### src/rtl/cal_pkg.sv
package cal_pkg;
  localparam int SEC_W  = 6;
  localparam int MIN_W  = 6;
  localparam int HOUR_W = 5;
  localparam int DAY_W  = 5;
  localparam int DOW_W  = 3;
  localparam int MON_W  = 4;
  localparam int YEAR_W = 8;

  typedef struct packed {
    logic [YEAR_W-1:0] year;
    logic [MON_W-1:0]  month;
    logic [DAY_W-1:0]  day;
    logic [DOW_W-1:0]  dow;
    logic [HOUR_W-1:0] hour;
    logic [MIN_W-1:0]  minute;
    logic [SEC_W-1:0]  sec;
  } cal_time_t;

  typedef enum logic [3:0] {
    SEL_SEC     = 4'd0,
    SEL_MIN     = 4'd1,
    SEL_HOUR    = 4'd2,
    SEL_DAY     = 4'd3,
    SEL_DOW     = 4'd4,
    SEL_MON     = 4'd5,
    SEL_YEAR    = 4'd6,
    SEL_DS_MON  = 4'd7,
    SEL_DS_DAY  = 4'd8,
    SEL_DS_HOUR = 4'd9,
    SEL_DE_MON  = 4'd10,
    SEL_DE_DAY  = 4'd11,
    SEL_DE_HOUR = 4'd12
  } wsel_e;

  // Wrapping step up: values at or above last return to zero.
  function automatic int step_up(input int v, input int last);
    return (v >= last) ? 0 : v + 1;
  endfunction

  // Wrapping step down: zero goes to last.
  function automatic int step_dn(input int v, input int last);
    return (v == 0) ? last : v - 1;
  endfunction

  // Gregorian month length; an illegal month counts as a long month.
  function automatic int month_len(input int m, input bit leap);
    case (m)
      2:             return leap ? 29 : 28;
      4, 6, 9, 11:   return 30;
      default:       return 31;
    endcase
  endfunction
endpackage

### src/rtl/cal_next.sv
module cal_next
  import cal_pkg::*;
#(
  parameter int SEC_LAST  = 59,
  parameter int MIN_LAST  = 59,
  parameter int HOUR_LAST = 23,
  parameter int DOW_LAST  = 6,
  parameter int MON_LAST  = 12,
  parameter int LEAP_LOG2 = 2
) (
  input  cal_time_t cur,
  output cal_time_t nxt,
  output logic      hour_evt
);
  localparam int LEAP_PERIOD = 1 << LEAP_LOG2;

  logic leap;
  logic sec_c, min_c, hour_c, day_c, mon_c;

  assign leap = (int'(cur.year) % LEAP_PERIOD) == 0;

  always_comb begin
    nxt    = cur;
    sec_c  = int'(cur.sec) >= SEC_LAST;
    min_c  = sec_c && (int'(cur.minute) >= MIN_LAST);
    hour_c = min_c && (int'(cur.hour) >= HOUR_LAST);
    day_c  = hour_c && (int'(cur.day) >= month_len(int'(cur.month), leap));
    mon_c  = day_c && (int'(cur.month) >= MON_LAST);

    nxt.sec = SEC_W'(step_up(int'(cur.sec), SEC_LAST));
    if (sec_c)  nxt.minute = MIN_W'(step_up(int'(cur.minute), MIN_LAST));
    if (min_c)  nxt.hour   = HOUR_W'(step_up(int'(cur.hour), HOUR_LAST));
    if (hour_c) begin
      nxt.day = day_c ? DAY_W'(1) : cur.day + DAY_W'(1);
      nxt.dow = DOW_W'(step_up(int'(cur.dow), DOW_LAST));
    end
    if (day_c)  nxt.month = mon_c ? MON_W'(1) : cur.month + MON_W'(1);
    if (mon_c)  nxt.year  = cur.year + YEAR_W'(1);
  end

  assign hour_evt = min_c;
endmodule

### src/rtl/cal_dst.sv
module cal_dst
  import cal_pkg::*;
#(
  parameter int HOUR_LAST = 23
) (
  input  logic              clk,
  input  logic              rst_n,
  input  logic              dst_en,
  input  logic              cfg_we,
  input  logic [3:0]        cfg_sel,
  input  logic [DAY_W-1:0]  cfg_data,
  input  logic              hour_evt,
  input  logic [MON_W-1:0]  adv_month,
  input  logic [DAY_W-1:0]  adv_day,
  input  logic [HOUR_W-1:0] adv_hour,
  output logic [HOUR_W-1:0] hour_out,
  output logic              dst_on
);
  logic [MON_W-1:0]  s_mon, e_mon;
  logic [DAY_W-1:0]  s_day, e_day;
  logic [HOUR_W-1:0] s_hour, e_hour;
  logic start_hit, end_hit;

  always_ff @(posedge clk or negedge rst_n) begin
    if (!rst_n) begin
      s_mon <= '0; s_day <= '0; s_hour <= '0;
      e_mon <= '0; e_day <= '0; e_hour <= '0;
    end else if (cfg_we && !dst_en) begin
      case (wsel_e'(cfg_sel))
        SEL_DS_MON:  s_mon  <= cfg_data[MON_W-1:0];
        SEL_DS_DAY:  s_day  <= cfg_data;
        SEL_DS_HOUR: s_hour <= cfg_data[HOUR_W-1:0];
        SEL_DE_MON:  e_mon  <= cfg_data[MON_W-1:0];
        SEL_DE_DAY:  e_day  <= cfg_data;
        SEL_DE_HOUR: e_hour <= cfg_data[HOUR_W-1:0];
        default: ;
      endcase
    end
  end

  assign start_hit = dst_en && !dst_on && hour_evt &&
                     adv_month == s_mon && adv_day == s_day && adv_hour == s_hour;
  assign end_hit   = dst_en && dst_on && hour_evt &&
                     adv_month == e_mon && adv_day == e_day && adv_hour == e_hour;

  always_comb begin
    if (start_hit)    hour_out = HOUR_W'(step_up(int'(adv_hour), HOUR_LAST));
    else if (end_hit) hour_out = HOUR_W'(step_dn(int'(adv_hour), HOUR_LAST));
    else              hour_out = adv_hour;
  end

  always_ff @(posedge clk or negedge rst_n) begin
    if (!rst_n)         dst_on <= 1'b0;
    else if (!dst_en)   dst_on <= 1'b0;
    else if (start_hit) dst_on <= 1'b1;
    else if (end_hit)   dst_on <= 1'b0;
  end


  dst_cfg_hold_chk: assert property (@(posedge clk) disable iff (!rst_n)
    dst_en |=> ($stable(s_mon) && $stable(s_day) && $stable(s_hour) &&
                $stable(e_mon) && $stable(e_day) && $stable(e_hour)));

  dst_set_src_chk: assert property (@(posedge clk) disable iff (!rst_n)
    $rose(dst_on) |-> $past(hour_evt));

  dst_hold_chk: assert property (@(posedge clk) disable iff (!rst_n)
    (dst_en && !hour_evt) |=> $stable(dst_on));
endmodule

### src/rtl/cal_acc_mon.sv
module cal_acc_mon (
  input  logic clk,
  input  logic rst_n,
  input  logic tick_go,
  input  logic access,
  input  logic clr,
  output logic busy,
  output logic bus_err
);
  always_ff @(posedge clk or negedge rst_n) begin
    if (!rst_n) begin
      busy    <= 1'b0;
      bus_err <= 1'b0;
    end else begin
      busy <= tick_go;
      if (access && busy) bus_err <= 1'b1;
      else if (clr)       bus_err <= 1'b0;
    end
  end


  berr_set_chk: assert property (@(posedge clk) disable iff (!rst_n)
    (access && busy) |=> bus_err);

  berr_keep_chk: assert property (@(posedge clk) disable iff (!rst_n)
    (bus_err && !clr) |=> bus_err);
endmodule

### src/rtl/cal_dst_clock.sv
module cal_dst_clock
  import cal_pkg::*;
#(
  parameter int SEC_LAST  = 59,
  parameter int MIN_LAST  = 59,
  parameter int HOUR_LAST = 23,
  parameter int DOW_LAST  = 6,
  parameter int MON_LAST  = 12,
  parameter int LEAP_LOG2 = 2
) (
  input  logic              clk,
  input  logic              rst_n,
  input  logic              tick_1hz,
  input  logic              wr_en,
  input  logic [3:0]        wr_sel,
  input  logic [7:0]        wr_data,
  input  logic              rd_en,
  input  logic              inc_sec,
  input  logic              dec_sec,
  input  logic              dst_en,
  input  logic              berr_clr,
  output logic [SEC_W-1:0]  cnt_sec,
  output logic [MIN_W-1:0]  cnt_minute,
  output logic [HOUR_W-1:0] cnt_hour,
  output logic [DAY_W-1:0]  cnt_day,
  output logic [DOW_W-1:0]  cnt_dow,
  output logic [MON_W-1:0]  cnt_month,
  output logic [YEAR_W-1:0] cnt_year,
  output logic              dst_active,
  output logic              busy,
  output logic              bus_err
);
  localparam cal_time_t RST_TIME = '{year: '0, month: MON_W'(1), day: DAY_W'(1),
                                     dow: '0, hour: '0, minute: '0, sec: '0};

  wsel_e       sel;
  cal_time_t   t, adv, nxt_t;
  logic        cnt_wr, up_req, dn_req, tick_go, hour_evt;
  logic [HOUR_W-1:0] hour_adj;

  assign sel     = wsel_e'(wr_sel);
  assign cnt_wr  = wr_en && (wr_sel <= 4'(SEL_YEAR));
  assign up_req  = inc_sec && !dec_sec;
  assign dn_req  = dec_sec && !inc_sec;
  assign tick_go = tick_1hz && !cnt_wr && !inc_sec && !dec_sec;

  cal_next #(
    .SEC_LAST(SEC_LAST), .MIN_LAST(MIN_LAST), .HOUR_LAST(HOUR_LAST),
    .DOW_LAST(DOW_LAST), .MON_LAST(MON_LAST), .LEAP_LOG2(LEAP_LOG2)
  ) u_next (
    .cur(t), .nxt(adv), .hour_evt(hour_evt)
  );

  cal_dst #(.HOUR_LAST(HOUR_LAST)) u_dst (
    .clk(clk), .rst_n(rst_n), .dst_en(dst_en),
    .cfg_we(wr_en), .cfg_sel(wr_sel), .cfg_data(wr_data[DAY_W-1:0]),
    .hour_evt(hour_evt && tick_go),
    .adv_month(adv.month), .adv_day(adv.day), .adv_hour(adv.hour),
    .hour_out(hour_adj), .dst_on(dst_active)
  );

  cal_acc_mon u_acc (
    .clk(clk), .rst_n(rst_n), .tick_go(tick_go),
    .access(rd_en || wr_en), .clr(berr_clr),
    .busy(busy), .bus_err(bus_err)
  );

  always_comb begin
    nxt_t      = adv;
    nxt_t.hour = hour_adj;
  end

  always_ff @(posedge clk or negedge rst_n) begin
    if (!rst_n) begin
      t <= RST_TIME;
    end else if (cnt_wr) begin
      case (sel)
        SEL_SEC:  t.sec    <= wr_data[SEC_W-1:0];
        SEL_MIN:  t.minute <= wr_data[MIN_W-1:0];
        SEL_HOUR: t.hour   <= wr_data[HOUR_W-1:0];
        SEL_DAY:  t.day    <= wr_data[DAY_W-1:0];
        SEL_DOW:  t.dow    <= wr_data[DOW_W-1:0];
        SEL_MON:  t.month  <= wr_data[MON_W-1:0];
        SEL_YEAR: t.year   <= wr_data[YEAR_W-1:0];
        default: ;
      endcase
    end else if (up_req) begin
      t.sec <= SEC_W'(step_up(int'(t.sec), SEC_LAST));
    end else if (dn_req) begin
      t.sec <= SEC_W'(step_dn(int'(t.sec), SEC_LAST));
    end else if (tick_go) begin
      t <= nxt_t;
    end
  end

  assign cnt_sec    = t.sec;
  assign cnt_minute = t.minute;
  assign cnt_hour   = t.hour;
  assign cnt_day    = t.day;
  assign cnt_dow    = t.dow;
  assign cnt_month  = t.month;
  assign cnt_year   = t.year;


  sec_dn_wrap_chk: assert property (@(posedge clk) disable iff (!rst_n)
    (dec_sec && !inc_sec && !wr_en && t.sec == '0) |=>
      (int'(t.sec) == SEC_LAST && $stable(t.minute)));

  wr_win_chk: assert property (@(posedge clk) disable iff (!rst_n)
    (wr_en && wr_sel == 4'(SEL_SEC)) |=> (t.sec == $past(wr_data[SEC_W-1:0])));

  busy_src_chk: assert property (@(posedge clk) disable iff (!rst_n)
    busy |-> $past(tick_1hz));

  sec_adv_chk: assert property (@(posedge clk) disable iff (!rst_n)
    (tick_1hz && !wr_en && !inc_sec && !dec_sec && int'(t.sec) < SEC_LAST) |=>
      (t.sec == $past(t.sec) + SEC_W'(1)));
endmodule

### config.mk
export PLATFORM = sky130hd
export DESIGN_NAME = cal_dst_clock
export DESIGN_NICKNAME = d
export VERILOG_FILES = /design/src/rtl/cal_pkg.sv /design/src/rtl/cal_next.sv /design/src/rtl/cal_dst.sv /design/src/rtl/cal_acc_mon.sv /design/src/rtl/cal_dst_clock.sv
export SDC_FILE = /design/constraint.sdc
export NUM_CORES = 1
export LEC_CHECK = 0
export CAP_MARGIN = 0
export CORE_MARGIN = 1.5
export CORE_UTILIZATION = 57
export DETAILED_ROUTE_END_ITERATION = 10
export PLACE_DENSITY = 0.82
export SLEW_MARGIN = 40
export SYNTH_ARGS = -nofsm -noshare
export SYNTH_HDL_FRONTEND = slang
export SYNTH_HIERARCHICAL = 1
export SYNTH_SLANG_ARGS = --single-unit
### constraint.sdc
create_clock -name clk -period 4.87 [get_ports clk]
set_input_delay 0.7305 -clock clk [delete_from_list [all_inputs] [get_ports clk]]
set_output_delay 0.7305 -clock clk [all_outputs]
set_load 0.1 [all_outputs]
## Yosys cells after proc, flatten, opt, wreduce, memory -nomap -nowiden

Cells that the tools add are included.

| storage, ports and cells | value |
|---|---|
| output and inout port bits | 40 |
| bits of input ports | 21 |
| flip-flop bits (word level) | 68 |
| word-level logic and storage cells | 156 |

| operators by class | value |
|---|---|
| equality and inequality tests | 33 |
| mux-type cells | 36 |
| $add $sub $neg | 10 |
| reduce and logical (&&, ||, !) cells | 53 |
| order comparisons | 8 |

Operators with widths:

| kind | count |
|---|---|
| $mux 37 | 2 |
| $pmux 32 s2 | 1 |
| $mux 31 | 2 |
| $mux 6 | 8 |
| $mux 5 | 9 |
| $ge 6x32->1 | 1 |
| $logic_not 32->1 | 1 |
| $eq 4x4->1 const B | 7 |
| $eq 4x3->1 const B | 6 |
| $mux 8 | 3 |
| $logic_and 1x1->1 | 23 |
| $eq 5x5->1 | 4 |
| $add 5x1->5 const B | 3 |
| $reduce_and 5->1 | 3 |
| $ne 2x1->1 const B | 7 |
| $reduce_and 2->1 | 7 |
| $add 6x1->6 const B | 2 |
| $eq 4x2->1 const B | 3 |
| $ge 6x6->1 const B | 2 |
| $mux 4 | 3 |
| $reduce_and 4->1 | 3 |
| $ge 5x5->1 const B | 2 |
| $reduce_bool 2->1 | 5 |
| $add 8x1->8 const B | 1 |
| other kinds (20) | 32 |

## Depth between registers and ports, before layout

| logic depth | value |
|---|---|
| depth in word-level cells | 18 |
| gate-level depth with buffers | 19 |
| depth with buffers taken out | 18 |

## By module

The synthesis kept the hierarchy.

Modules (own cells, without submodules):

| module | area an instance (µm²) | times used | sequential area each (µm²) | cells an instance |
|---|---|---|---|---|
| cal_dst_clock | 2234.6 | 1 | 928.4 | 264 |
| cal_dst | 1793.0 | 1 | 725.7 | 157 |
| cal_next | 1053.5 | 1 | 0.0 | 157 |
| cal_acc_mon | 66.3 | 1 | 50.0 | 5 |

## Worst setup path after synthesis

No wires, ideal clock.

| timing | value |
|---|---|
| path type | register -> register |
| from | reg t, in the netlist cnt_month[1] |
| to | reg t, in the netlist cnt_hour[3] |
| arrival | 4.409 ns |
| data required time | 4.794 ns |
| buffers on the path | 0 |
| cell stages (with the launch flop) | 19 |
| setup slack | 0.385 ns |
| period minus slack after synthesis | 4.485 ns |
| library setup time | 0.076 ns |
| cells stage by stage | dfrtp_1 -> inv_1 -> ha_1 -> o21ai_0 -> o21ai_0 -> o21ai_0 -> ha_1 -> nand2b_1 -> a21oi_1 -> or2_2 -> nand2_1 -> o21ai_0 -> xor2_1 -> nor4_4 -> nand4_4 -> or4_1 -> a31oi_1 -> a21oi_1 -> o21ai_1 |

RTL lines:

| what | RTL line | RTL |
|---|---|---|
| start: declaration | cal_dst_clock.sv:37 | `cal_time_t t, adv, nxt_t;` |
| start signal: assignment | cal_dst_clock.sv:92 | `t <= nxt_t;` |

==> results.toml <==
[timing]
fin_tns_setup_ps = 0
fmaxAchievable_mhz = 220
rsz0062_at_grt = "false"
max_slew_margin_pct = 47.8
worst_pin_slew_ps = 778
hold_slack_ps = 460
hold_viol_final = 0
min_period_ps = 4540
finalSetupViolCount = 0
finalClockSkew_ps = 9.83
slew_viol_final = 0
fin_crit_sh_pct = 93.3
layout_setup_ws_ps = 328

[setup_path]
r2r_cells = 18
cp.buffers_inverters = 1
path_cells = "inv_1 -> ha_1 -> o21ai_0 -> o21ai_0 -> o21ai_0 -> ha_1 -> nand2b_1 -> a21oi_1 -> or2_2 -> nand2_1 -> o21ai_1 -> xor2_1 -> nor4_4 -> nand4_4 -> or4_1 -> a31oi_1 -> a21oi_1 -> o21ai_1"
crit_path_max_fanout = 10
cp.depth = 18
path_delay_family = "compound AO/OA/AOI/OAI gates"
cp_slowest_cell = "dfstp_2"
path_class = "reg -> reg"
startpoint_type = "flip-flop"
r2r_slack_ps = 330
critical_path_required_ps = 5160
arrival_ps = 4840
worstReg2RegStart = "cnt_month[0]$_DFFE_PN1P_"
max_stage_delay_ps = 600
reg2reg_to = "cnt_hour[3]$_DFFE_PN0P_"
crit_path_frequent_cell = "o21ai_0"
end_kind = "flip-flop"

[logic_synthesis]
synth_commonest_cells = "dfrtp_1 (66), nand2_1 (62), a21oi_1 (47)"
synth-edff-count = 0
yosysMostFrequentCell = "dfrtp_1"
syn_area_per_cell_um2 = 8.83
synthFlopType = "dfrtp_1"
ys_ff_latch = 68
synth_nets = 621
syn_area_um2 = 5150
async_reset_ff_share_pct = 100
synthCells = 583
synth_area_leaders = "dfrtp_1 (32%), mux2_2 (6.8%), xor2_1 (5.3%), a21oi_1 (4.6%), nand2_1 (4.5%)"
ys.warnings.count = 6
yosysSeqAreaShare_pct = 33.1
yosysTopAreaCellShare_pct = 32.1
yosysUniqueCellTypes = 77
yosys.area.top_type = "dfrtp_1"

[placement]
pre_cts_ws_ps = 211
place_hpwl_mm = 9.74
io_buffers = 60
placed_cells = 731
gp_congestion = 0.964

[finish]
nNetsFinal = 672
final_layout_size_suffix_gt1_share_pct = 21.0
synthToLayoutAreaGrowth_pct = 12.6
fillers = 737
antenna_cells = 0
stdcell_count = 747
final_core_util_pct = 66.4

[route]
wl_per_cell_um = 17.8
drt_wl_total_mm = 13.3
remaining_drc_errors = 0
num_vias = 4651
viasPerCell = 6.23
firstDrtPassIters = 6
initialDrtViolationCount = 367
detail-route-antenna-nets = 0

[clock_network]
numCtsBuffers = 9
cts_max_level = 3
cts_sinks = 68
clockRootBuffer = "clkbuf_8"
cts_tree = "done"
cts.clk_slew.worst_paths_ps = 80
clk_latency_ps = 360
clock_path_buffers = 2
holdBufCountCts = 0

[die]
ioPinCount = 61
die_x_um = 98.0
rows = 34
core_um2 = 8720
initial_core_util_pct = 59.0
die_area_um2 = 9610
dieHeight_um = 98.0

[hold_path]
worstHoldPathType = "in -> async"

[status]
outcome = "finished, final reports clean"

[power]
max-vdd-ir-drop_v = 0.000368
power.density_nw_per_um2 = 539
power_leakage_nw = 2.64

[flow_run]
max_cap_viol_count = 0

[global_routing]
grt_pass1_vias = 4337
grt_overflow = 0
grt_pass1_wl_mm = 21.9
grt_max_degree = 69
grt_use_total_pct = 28.6
antenna_found_initial = 0
[placed cells by master (no fill, tap or decap), types with 3 or more instances in the layout]
master	netlist	layout
dfrtp_1	66	66
nand2_1	62	62
a21oi_1	47	46
nor2_1	41	41
buf_2	13	41
xor2_1	31	31
mux2_2	31	31
o21ai_0	29	28
o21ai_1	26	27
nand3_1	26	26
clkdlybuf4s50_1	0	19
inv_1	17	17
ha_1	17	17
xnor2_1	13	13
and3_1	12	12
nor3_1	9	9
clkbuf_8	0	9
nand4_1	9	9
nor4_1	8	8
buf_4	6	8
a31oi_1	7	7
nand2b_1	6	6
nor2b_1	6	6
a21oi_2	4	5
o31ai_1	5	5
nor4_4	5	5
and2_1	5	5
o22ai_1	4	4
nor3b_1	3	3
a211oi_1	3	3
a21o_1	3	3
inv_6	0	3
nand3b_1	3	3
o21a_1	3	3
[final cells by class]
cell class	count	area [µm²]	share of cell area [%]
Tap cell	108	135	2.33
Timing Repair Buffer	69	467	8.05
Multi-Input combinational cell	469	3220	55.6
Clock buffer	9	124	2.14
Inverter	17	63.8	1.10
Sequential cell	68	1700	29.4
Clock inverter	7	81.3	1.40
[where the power goes]
| part | internal (mW) | leakage, nW | switching [mW] |
|---|---|---|---|
| clock | 0.243 | 0.101 | 0.254 |
| sequential | 0.703 | 0.854 | 0.206 |
| combinational | 0.464 | 1.69 | 1.25 |
| total | 1.41 | 2.64 | 1.71 |
[how the worst max path moves through the flow]
stage	start	to
global placement	cnt_month[0]$_DFFE_PN1P_	cnt_hour[3]$_DFFE_PN0P_
CTS	cnt_month[0]$_DFFE_PN1P_	cnt_hour[3]$_DFFE_PN0P_
detailed placement	cnt_month[0]$_DFFE_PN1P_	cnt_hour[3]$_DFFE_PN0P_
finish	cnt_month[0]$_DFFE_PN1P_	cnt_hour[3]$_DFFE_PN0P_
floorplan	cnt_month[1]$_DFFE_PN0P_	cnt_hour[3]$_DFFE_PN0P_
global route	cnt_month[0]$_DFFE_PN1P_	cnt_hour[3]$_DFFE_PN0P_
[kinds of logic (layout without fill, tap and decap cells)]
kind of cell | Yosys count | after routing | share of synthesized area, %
buffers and inverters | 46 | 102 | 4.57
flip-flops | 68 | 68 | 33.1
XOR/XNOR | 44 | 44 | 7.49
multiplexers | 34 | 34 | 7.41
AO/OA/AOI/OAI | 155 | 155 | 19.5
adder cells (fa/ha/maj) | 17 | 17 | 4.13
AND/OR/NAND/NOR | 219 | 219 | 23.8
[state kept, by name, summed over array words and instances, names as in the netlist, 3 cells and up]
name / count
u_dst/s_day: 5
u_dst/s_mon: 4
u_dst/e_hour: 5
u_dst/e_mon: 4
cnt_dow: 3
cnt_year: 8
u_dst/e_day: 5
cnt_hour: 5
u_dst/s_hour: 5
cnt_sec: 6
cnt_day: 5
cnt_minute: 6
cnt_month: 4
[metal layers]
layer  vias up  GRT usage, %  routed length, µm
li1       2208             -                  -
met1      2210          39.3               5950
met2       195          44.9               6100
met3        38          6.16                870
met4         0          10.0                369
met5         -             0                  0
[worst reg2reg max path, cell delays in order, from the launching register on]
cell and delay, ps:
dfstp_2 600, inv_1 100, ha_1 210, o21ai_0 170
o21ai_0 100, o21ai_0 160, ha_1 240, nand2b_1 130
a21oi_1 310, or2_2 230, nand2_1 60, o21ai_1 450
xor2_1 240, nor4_4 360, nand4_4 200, or4_1 530
a31oi_1 170, a21oi_1 80, o21ai_1 120
[through the flow]
step | cell area (µm²) | power (mW)
after global routing | 5790 | 3.30
after floorplan | 5150 | 2.29
after detailed placement | 5590 | 2.62
after global placement | 5770 | 2.66
after CTS | 5790 | 3.12
final | 5790 | 3.12
[what timing repair did]
item,in CTS,in global routing
resized for setup,0,1
buffers inserted,0,0
setup endpoints to repair,0,4
Note: power is estimated with default switching activity, not from simulation.
